[src/rtl/pg_pkg.sv]
package pg_pkg;

    typedef enum logic [2:0] {
        ST_IDLE,
        ST_DRAW_BASE,
        ST_WAIT_BASE,
        ST_DRAW_OFF,
        ST_WAIT_OFF,
        ST_EMIT,
        ST_DECIDE,
        ST_DONE
    } pg_state_e;

endpackage

[src/rtl/pg_lfsr.sv]
module pg_lfsr #(
    parameter int          W    = 32,
    parameter logic [W-1:0] TAPS = 32'h8020_0003
) (
    input  logic         clk,
    input  logic         rst_n,
    input  logic         load,
    input  logic [W-1:0] seed,
    input  logic         step,
    output logic [W-1:0] state,
    output logic [W-1:0] state_next
);
    logic [W-1:0] lfsr_d, lfsr_q;

    always_comb begin
        state_next = (lfsr_q >> 1) ^ (lfsr_q[0] ? TAPS : '0);
        lfsr_d     = lfsr_q;
        if (load)
            lfsr_d = (seed == '0) ? W'(1) : seed;
        else if (step)
            lfsr_d = state_next;
    end

    always_ff @(posedge clk or negedge rst_n) begin
        if (!rst_n) lfsr_q <= W'(1);
        else        lfsr_q <= lfsr_d;
    end

    assign state = lfsr_q;

    // the register never falls into the all-zero lockup state
    assert_lfsr_nonzero_R3: assert property (@(posedge clk) disable iff (!rst_n)
        lfsr_q != '0);

endmodule

[src/rtl/pg_modreduce.sv]
module pg_modreduce #(
    parameter int VAL_W = 16,
    parameter int MOD_W = 16
) (
    input  logic             clk,
    input  logic             rst_n,
    input  logic             go,
    input  logic [VAL_W-1:0] value,
    input  logic [MOD_W-1:0] modulus,
    output logic             ready,
    output logic [MOD_W-1:0] rem
);
    localparam int CNT_W = $clog2(VAL_W + 1);

    typedef struct packed {
        logic             busy;
        logic [CNT_W-1:0] cnt;
        logic [VAL_W-1:0] val;
        logic [MOD_W-1:0] md;
        logic [MOD_W-1:0] rem;
    } red_t;

    red_t r_d, r_q;
    logic [MOD_W:0] trial;

    always_comb begin
        r_d   = r_q;
        trial = {r_q.rem, r_q.val[VAL_W-1]};
        ready = r_q.busy && (r_q.cnt == '0);
        if (go) begin
            r_d.busy = 1'b1;
            r_d.cnt  = CNT_W'(VAL_W);
            r_d.val  = value;
            r_d.md   = modulus;
            r_d.rem  = '0;
        end else if (r_q.busy) begin
            if (r_q.cnt != '0) begin
                if (trial >= {1'b0, r_q.md})
                    r_d.rem = MOD_W'(trial - {1'b0, r_q.md});
                else
                    r_d.rem = MOD_W'(trial);
                r_d.val = r_q.val << 1;
                r_d.cnt = r_q.cnt - 1'b1;
            end else begin
                r_d.busy = 1'b0;
            end
        end
    end

    always_ff @(posedge clk or negedge rst_n) begin
        if (!rst_n) r_q <= '0;
        else        r_q <= r_d;
    end

    assign rem = r_q.rem;

    // a finished remainder is always below its modulus
    assert_rem_below_mod_R2: assert property (@(posedge clk) disable iff (!rst_n)
        ready |-> (rem < r_q.md));

endmodule

[src/rtl/pg_refgen.sv]
module pg_refgen
    import pg_pkg::*;
#(
    parameter int PAGES   = 1000,
    parameter int WIN_MAX = 100,
    parameter int WIN_W   = 8,
    parameter int BURST_W = 16,
    parameter int TOTAL_W = 32,
    parameter int PAGE_W  = $clog2(PAGES)
) (
    input  logic               clk,
    input  logic               rst_n,
    input  logic               start,
    input  logic [31:0]        seed,
    input  logic [WIN_W-1:0]   cfg_win,
    input  logic [BURST_W-1:0] cfg_burst,
    input  logic [TOTAL_W-1:0] cfg_total,
    input  logic [15:0]        cfg_thresh,
    output logic               out_valid,
    input  logic               out_ready,
    output logic [PAGE_W-1:0]  out_page,
    output logic               done
);
    localparam int RND_W = 32;
    localparam int HALF  = RND_W / 2;
    localparam int MOD_W = 16;
    localparam int SUM_W = PAGE_W + 1;

    typedef struct packed {
        pg_state_e          state;
        logic [PAGE_W-1:0]  base;
        logic [PAGE_W-1:0]  page;
        logic [WIN_W-1:0]   win;
        logic [BURST_W-1:0] burst;
        logic [TOTAL_W-1:0] total;
        logic [HALF-1:0]    thr;
        logic [TOTAL_W-1:0] refcnt;
        logic [BURST_W-1:0] burstcnt;
        logic               done;
    } gen_t;

    gen_t r_d, r_q;

    logic             lfsr_load, lfsr_step;
    logic [RND_W-1:0] lfsr_cur, lfsr_nxt;
    logic             red_go, red_ready;
    logic [HALF-1:0]  red_val;
    logic [MOD_W-1:0] red_mod, red_rem;
    logic [SUM_W-1:0] sum;
    logic [WIN_W-1:0] win_eff;

    pg_lfsr #(.W(RND_W)) u_lfsr (
        .clk        (clk),
        .rst_n      (rst_n),
        .load       (lfsr_load),
        .seed       (seed),
        .step       (lfsr_step),
        .state      (lfsr_cur),
        .state_next (lfsr_nxt)
    );

    pg_modreduce #(.VAL_W(HALF), .MOD_W(MOD_W)) u_red (
        .clk     (clk),
        .rst_n   (rst_n),
        .go      (red_go),
        .value   (red_val),
        .modulus (red_mod),
        .ready   (red_ready),
        .rem     (red_rem)
    );

    always_comb begin
        if (cfg_win < WIN_W'(2))            win_eff = WIN_W'(2);
        else if (cfg_win > WIN_W'(WIN_MAX)) win_eff = WIN_W'(WIN_MAX);
        else                                win_eff = cfg_win;
    end

    always_comb begin
        r_d       = r_q;
        lfsr_load = 1'b0;
        lfsr_step = 1'b0;
        red_go    = 1'b0;
        red_val   = lfsr_nxt[HALF-1:0];
        red_mod   = MOD_W'(PAGES);
        sum       = {1'b0, r_q.base} + SUM_W'(red_rem);

        unique case (r_q.state)
            ST_DRAW_BASE: begin
                lfsr_step = 1'b1;
                red_go    = 1'b1;
                r_d.state = ST_WAIT_BASE;
            end
            ST_WAIT_BASE: begin
                if (red_ready) begin
                    r_d.base  = PAGE_W'(red_rem);
                    r_d.state = ST_DRAW_OFF;
                end
            end
            ST_DRAW_OFF: begin
                lfsr_step = 1'b1;
                red_go    = 1'b1;
                red_mod   = MOD_W'(r_q.win) + MOD_W'(1);
                r_d.state = ST_WAIT_OFF;
            end
            ST_WAIT_OFF: begin
                if (red_ready) begin
                    if (sum >= SUM_W'(PAGES)) r_d.page = PAGE_W'(sum - SUM_W'(PAGES));
                    else                      r_d.page = PAGE_W'(sum);
                    r_d.state = ST_EMIT;
                end
            end
            ST_EMIT: begin
                if (out_ready) begin
                    r_d.refcnt = r_q.refcnt + TOTAL_W'(1);
                    if (r_q.refcnt + TOTAL_W'(1) == r_q.total) begin
                        r_d.done  = 1'b1;
                        r_d.state = ST_DONE;
                    end else if (r_q.burstcnt + BURST_W'(1) == r_q.burst) begin
                        r_d.burstcnt = '0;
                        r_d.state    = ST_DECIDE;
                    end else begin
                        r_d.burstcnt = r_q.burstcnt + BURST_W'(1);
                        r_d.state    = ST_DRAW_OFF;
                    end
                end
            end
            ST_DECIDE: begin
                lfsr_step = 1'b1;
                if (lfsr_nxt[RND_W-1:HALF] < r_q.thr) begin
                    red_go    = 1'b1;
                    r_d.state = ST_WAIT_BASE;
                end else begin
                    r_d.base  = (r_q.base == PAGE_W'(PAGES - 1)) ? '0
                                                                  : r_q.base + PAGE_W'(1);
                    r_d.state = ST_DRAW_OFF;
                end
            end
            default: ;
        endcase

        if (start) begin
            lfsr_load    = 1'b1;
            lfsr_step    = 1'b0;
            red_go       = 1'b0;
            r_d.win      = win_eff;
            r_d.burst    = (cfg_burst == '0) ? BURST_W'(1) : cfg_burst;
            r_d.total    = cfg_total;
            r_d.thr      = cfg_thresh;
            r_d.refcnt   = '0;
            r_d.burstcnt = '0;
            r_d.done     = (cfg_total == '0);
            r_d.state    = (cfg_total == '0) ? ST_DONE : ST_DRAW_BASE;
        end
    end

    always_ff @(posedge clk or negedge rst_n) begin
        if (!rst_n) r_q <= '{state: ST_IDLE, default: '0};
        else        r_q <= r_d;
    end

    assign out_valid = (r_q.state == ST_EMIT);
    assign out_page  = r_q.page;
    assign done      = r_q.done;

    assert_page_in_range_R1: assert property (@(posedge clk) disable iff (!rst_n)
        out_valid |-> (int'(out_page) < PAGES));

    assert_page_in_window_R2: assert property (@(posedge clk) disable iff (!rst_n)
        out_valid |-> (((int'(out_page) + PAGES - int'(r_q.base)) % PAGES) <= int'(r_q.win)));

    assert_burst_bound_R4: assert property (@(posedge clk) disable iff (!rst_n)
        (r_q.state != ST_IDLE) |-> (r_q.burstcnt < r_q.burst));

    assert_win_clamped_R6: assert property (@(posedge clk) disable iff (!rst_n)
        (r_q.state != ST_IDLE) |-> (r_q.win >= WIN_W'(2) && r_q.win <= WIN_W'(WIN_MAX)));

    assert_hold_on_stall_R8: assert property (@(posedge clk) disable iff (!rst_n)
        (out_valid && !out_ready && !start) |=> (out_valid && $stable(out_page)));

    assert_done_sticky_R9: assert property (@(posedge clk) disable iff (!rst_n)
        (done && !start) |=> done);

    assert_done_quiet_R9: assert property (@(posedge clk) disable iff (!rst_n)
        done |-> !out_valid);

endmodule

[config.mk]
export PLATFORM = sky130hd
export DESIGN_NAME = pg_refgen
export DESIGN_NICKNAME = d
export VERILOG_FILES = /design/src/rtl/pg_pkg.sv /design/src/rtl/pg_lfsr.sv /design/src/rtl/pg_modreduce.sv /design/src/rtl/pg_refgen.sv
export SDC_FILE = /design/constraint.sdc
export NUM_CORES = 1
export LEC_CHECK = 0
export CAP_MARGIN = 20
export CORE_ASPECT_RATIO = 0.6
export CORE_UTILIZATION = 28
export CTS_CLUSTER_SIZE = 14
export DETAILED_ROUTE_END_ITERATION = 16
export GPL_ROUTABILITY_DRIVEN = 1
export GPL_TIMING_DRIVEN = 0
export PLACE_DENSITY_LB_ADDON = 0.15
export SLEW_MARGIN = 10
export SYNTH_ARGS = -nofsm -noshare
export SYNTH_HDL_FRONTEND = slang
export SYNTH_SLANG_ARGS = --single-unit
[constraint.sdc]
create_clock -name clk -period 4.1 [get_ports clk]
set_clock_uncertainty 0.2 [all_clocks]
set_input_delay 1.025 -clock clk [delete_from_list [all_inputs] [get_ports clk]]
set_output_delay 1.025 -clock clk [all_outputs]
set_load 0.005 [all_outputs]
==> results.json <==
{
  "outcome": "complete, but fails checks",
  "failed_checks": "DRC",
  "drive_gt1_share_pct": 8.21,
  "ioPinCount": 120,
  "slew_headroom_pct": 18.7,
  "syn_inst": 1523,
  "crit_slowest_cell": "dfrtp_1",
  "worst_setup_path_end_kind": "flop",
  "clock-sinks": 224,
  "start_util_pct": 28.4,
  "netlist_top_cells_count": "dfrtp_1, nand2_1, o21ai_0",
  "num_rows": 62,
  "synth_area_mm2": 0.0136,
  "cts.path.max_buffers": 3,
  "cts_htree_levels": 1,
  "die_area_mm2": 0.0494,
  "ys.flop_type": "dfrtp_1",
  "synth_cell_types": 75,
  "slew_violations": 0,
  "grt-ovfl-total": 0,
  "route.final.wire_length_mm": 44.7,
  "cp.arrival_ns": 4.12,
  "synth_top_cell_by_area": "dfrtp_1",
  "drv_cap": 0,
  "hold_ws_ns": 0.168,
  "syn-num-nets": 1674,
  "start_kind": "flop",
  "synth_edf_count": 0,
  "drtIter0Drc": 1029,
  "drc_errors": 2,
  "postRouteAntennaNets": 0,
  "crit_type": "flop to flop",
  "dp_hpwl_mm": 33.9,
  "path_cells": "ha_2 > and4_1 > buf_2 > nand3_1 > or2_2 > o211a_1 > o31ai_4 > nand4_1 > o21ai_4 > clkbuf_4 > nand3_1 > nand2_1",
  "hold_violations": 0,
  "synthTopCellsByArea": "dfrtp_1, o21ai_0, nand2_1",
  "fin_crit_ns": 3.84,
  "grt_antenna_before_repair": 0,
  "die_w_um": 286,
  "path_clk_slew_ns": 0.06,
  "grt_max_degree": 100,
  "viasPerCell": 5.08,
  "clk_latency_ns": 0.56,
  "detail_route.wl_per_cell_um": 19.2,
  "worstPathMaxFanout": 10,
  "hold_class": "input pin to asynchronous set/reset pin",
  "critPathMaxStageDelay_ns": 0.48,
  "ys_ff_latch": 224,
  "timing.fmax_ghz": 0.261,
  "nets": 1828,
  "tightest_slew_ns": 1.21,
  "timing.critical_path.mode_cell": "nand3_1",
  "yosysMostFrequentCell": "dfrtp_1",
  "tritoncts": "built",
  "design.core.area_mm2": 0.0478,
  "grt_first_pass_wirelength_mm": 68.9,
  "first_global_vias": 11100,
  "die_h_um": 172,
  "first_pass_iters": 11,
  "vdd.ir_drop.worst_uv": 325,
  "power_mw": 9.47,
  "track_usage_pct": 18.1,
  "fin_ws_ns": 0.262,
  "yosys_warnings": 0,
  "seq_area_frac_synth_pct": 41.3,
  "synthDominantCellAreaShare_pct": 41.1,
  "avgSynthCellArea_um2": 8.91,
  "port_buffers": 118,
  "pre_cts_slack_ns": -0.278,
  "synth_async_sr_flop_share_pct": 100,
  "cp.required_ns": 4.39,
  "final-setup-viol-count": 0,
  "vias": 11900,
  "area_delta_synth_final_pct": 21.8,
  "leakagePower_nw": 6.70,
  "cts_root_buffer": "clkbuf_16",
  "final.period_utilization_pct": 93.6,
  "powerDensity_mw_per_mm2": 573,
  "numCtsBuffers": 26,
  "gp_congestion": 0.952
}
-- cell usage in the layout (no fill, tap or decap), drive strengths merged, types with 24 or more instances in the layout --
| cell | netlist | layout |
|---|---|---|
| and3 | 24 | 24 |
| clkdlybuf4s50 | 0 | 117 |
| mux2 | 50 | 50 |
| a31oi | 24 | 24 |
| nor3 | 33 | 33 |
| xnor2 | 71 | 71 |
| inv | 50 | 50 |
| xor2 | 48 | 48 |
| nor4 | 31 | 31 |
| buf | 23 | 31 |
| ha | 41 | 41 |
| nor2 | 122 | 122 |
| nand3 | 69 | 69 |
| nand4 | 40 | 40 |
| nand2 | 166 | 166 |
| a21oi | 72 | 72 |
| dfrtp | 223 | 223 |
| clkbuf | 72 | 108 |
| o21ai | 137 | 137 |
| mux2i | 34 | 34 |
-- worst paths after layout --
kind,to,slack (ns),start,cells after the start
worst max register to register,r_q[3],0.26,r_q[17],12
worst min register to register,out_page[9],0.29,out_page[9],2
worst max-delay path,r_q[3],0.26,r_q[17],12
max in group asynchronous,u_lfsr.state[0],2.32,rst_n,3
worst min-delay path,r_q[107],0.17,rst_n,1
min in group clk,out_page[9],0.29,out_page[9],2
-- state kept, by name (all words and copies together), names as in the netlist --
register	cells
done	1
out_page	10
r_q	133
u_lfsr.state	32
u_red.r_q	32
u_red.rem	16
-- worst max-delay path: cells and delay by family (launching register included) --
kind | cells | cell delay, ns
buffers and inverters | 2 | 0.52
DFF | 1 | 0.48
adders and majority gates | 1 | 0.29
AOI/OAI and AO/OA | 3 | 1.02
and+or+nand+nor | 6 | 1.23
-- power by group --
| group | switching [mW] | total (mW) | leakage [nW] | internal (mW) |
|---|---|---|---|---|
| combinational | 2.19 | 3.85 | 3.51 | 1.66 |
| sequential | 0.529 | 3.30 | 2.80 | 2.77 |
| clock | 1.02 | 2.32 | 0.389 | 1.30 |
| total | 3.74 | 9.47 | 6.70 | 5.73 |
-- what timing repair did --
item,CTS,global route
gates cloned,0,0
resized for setup,3,5
setup endpoints to repair,18,15
buffers inserted,0,4
pin swaps,0,3
hold buffers,0,0
-- area by class of cell --
class | count | area (um2)
clock inverter | 10 | 88.8
antenna | 1 | 2.50
inverter | 50 | 188
buffer | 95 | 408
timing repair buffer | 126 | 1290
fill | 4946 | 31300
tap | 640 | 801
clock buffer | 35 | 726
multi-input combinational | 1154 | 7410
sequential | 224 | 5610
-- metrics by stage --
stage	area [um2]	setup TNS, ns	cells	util [%]
after floorplan	13600	0	1523	-
after global placement	15500	-1932.62	2281	32.5
after detailed placement	15600	-3.49	2284	32.7
after CTS	16400	0	2329	34.4
after global routing	16500	-0.00328	2334	34.6
final	16500	0	2335	34.6
-- cell families after synthesis --
family,share of synthesized area [%]
buffers and inverters,4.37
adders and majority gates,4.15
and+or+nand+nor,21.0
AOI/OAI and AO/OA,14.7
xor gates and xnor gates,7.68
muxes,6.66
DFF,41.3
-- routing by layer --
metal | wire length, um | up-vias | share of wire [%] | global-route usage (%)
met2 | 16900 | 282 | 38 | 23.6
met1 | 24600 | 5789 | 55 | 30.0
met5 | 0 | - | 0 | 0
met4 | 602 | 0 | 1.3 | 2.86
met3 | 2640 | 41 | 5.9 | 3.27
li1 | - | 5753 | - | -
(Power assumes the default switching activity.)
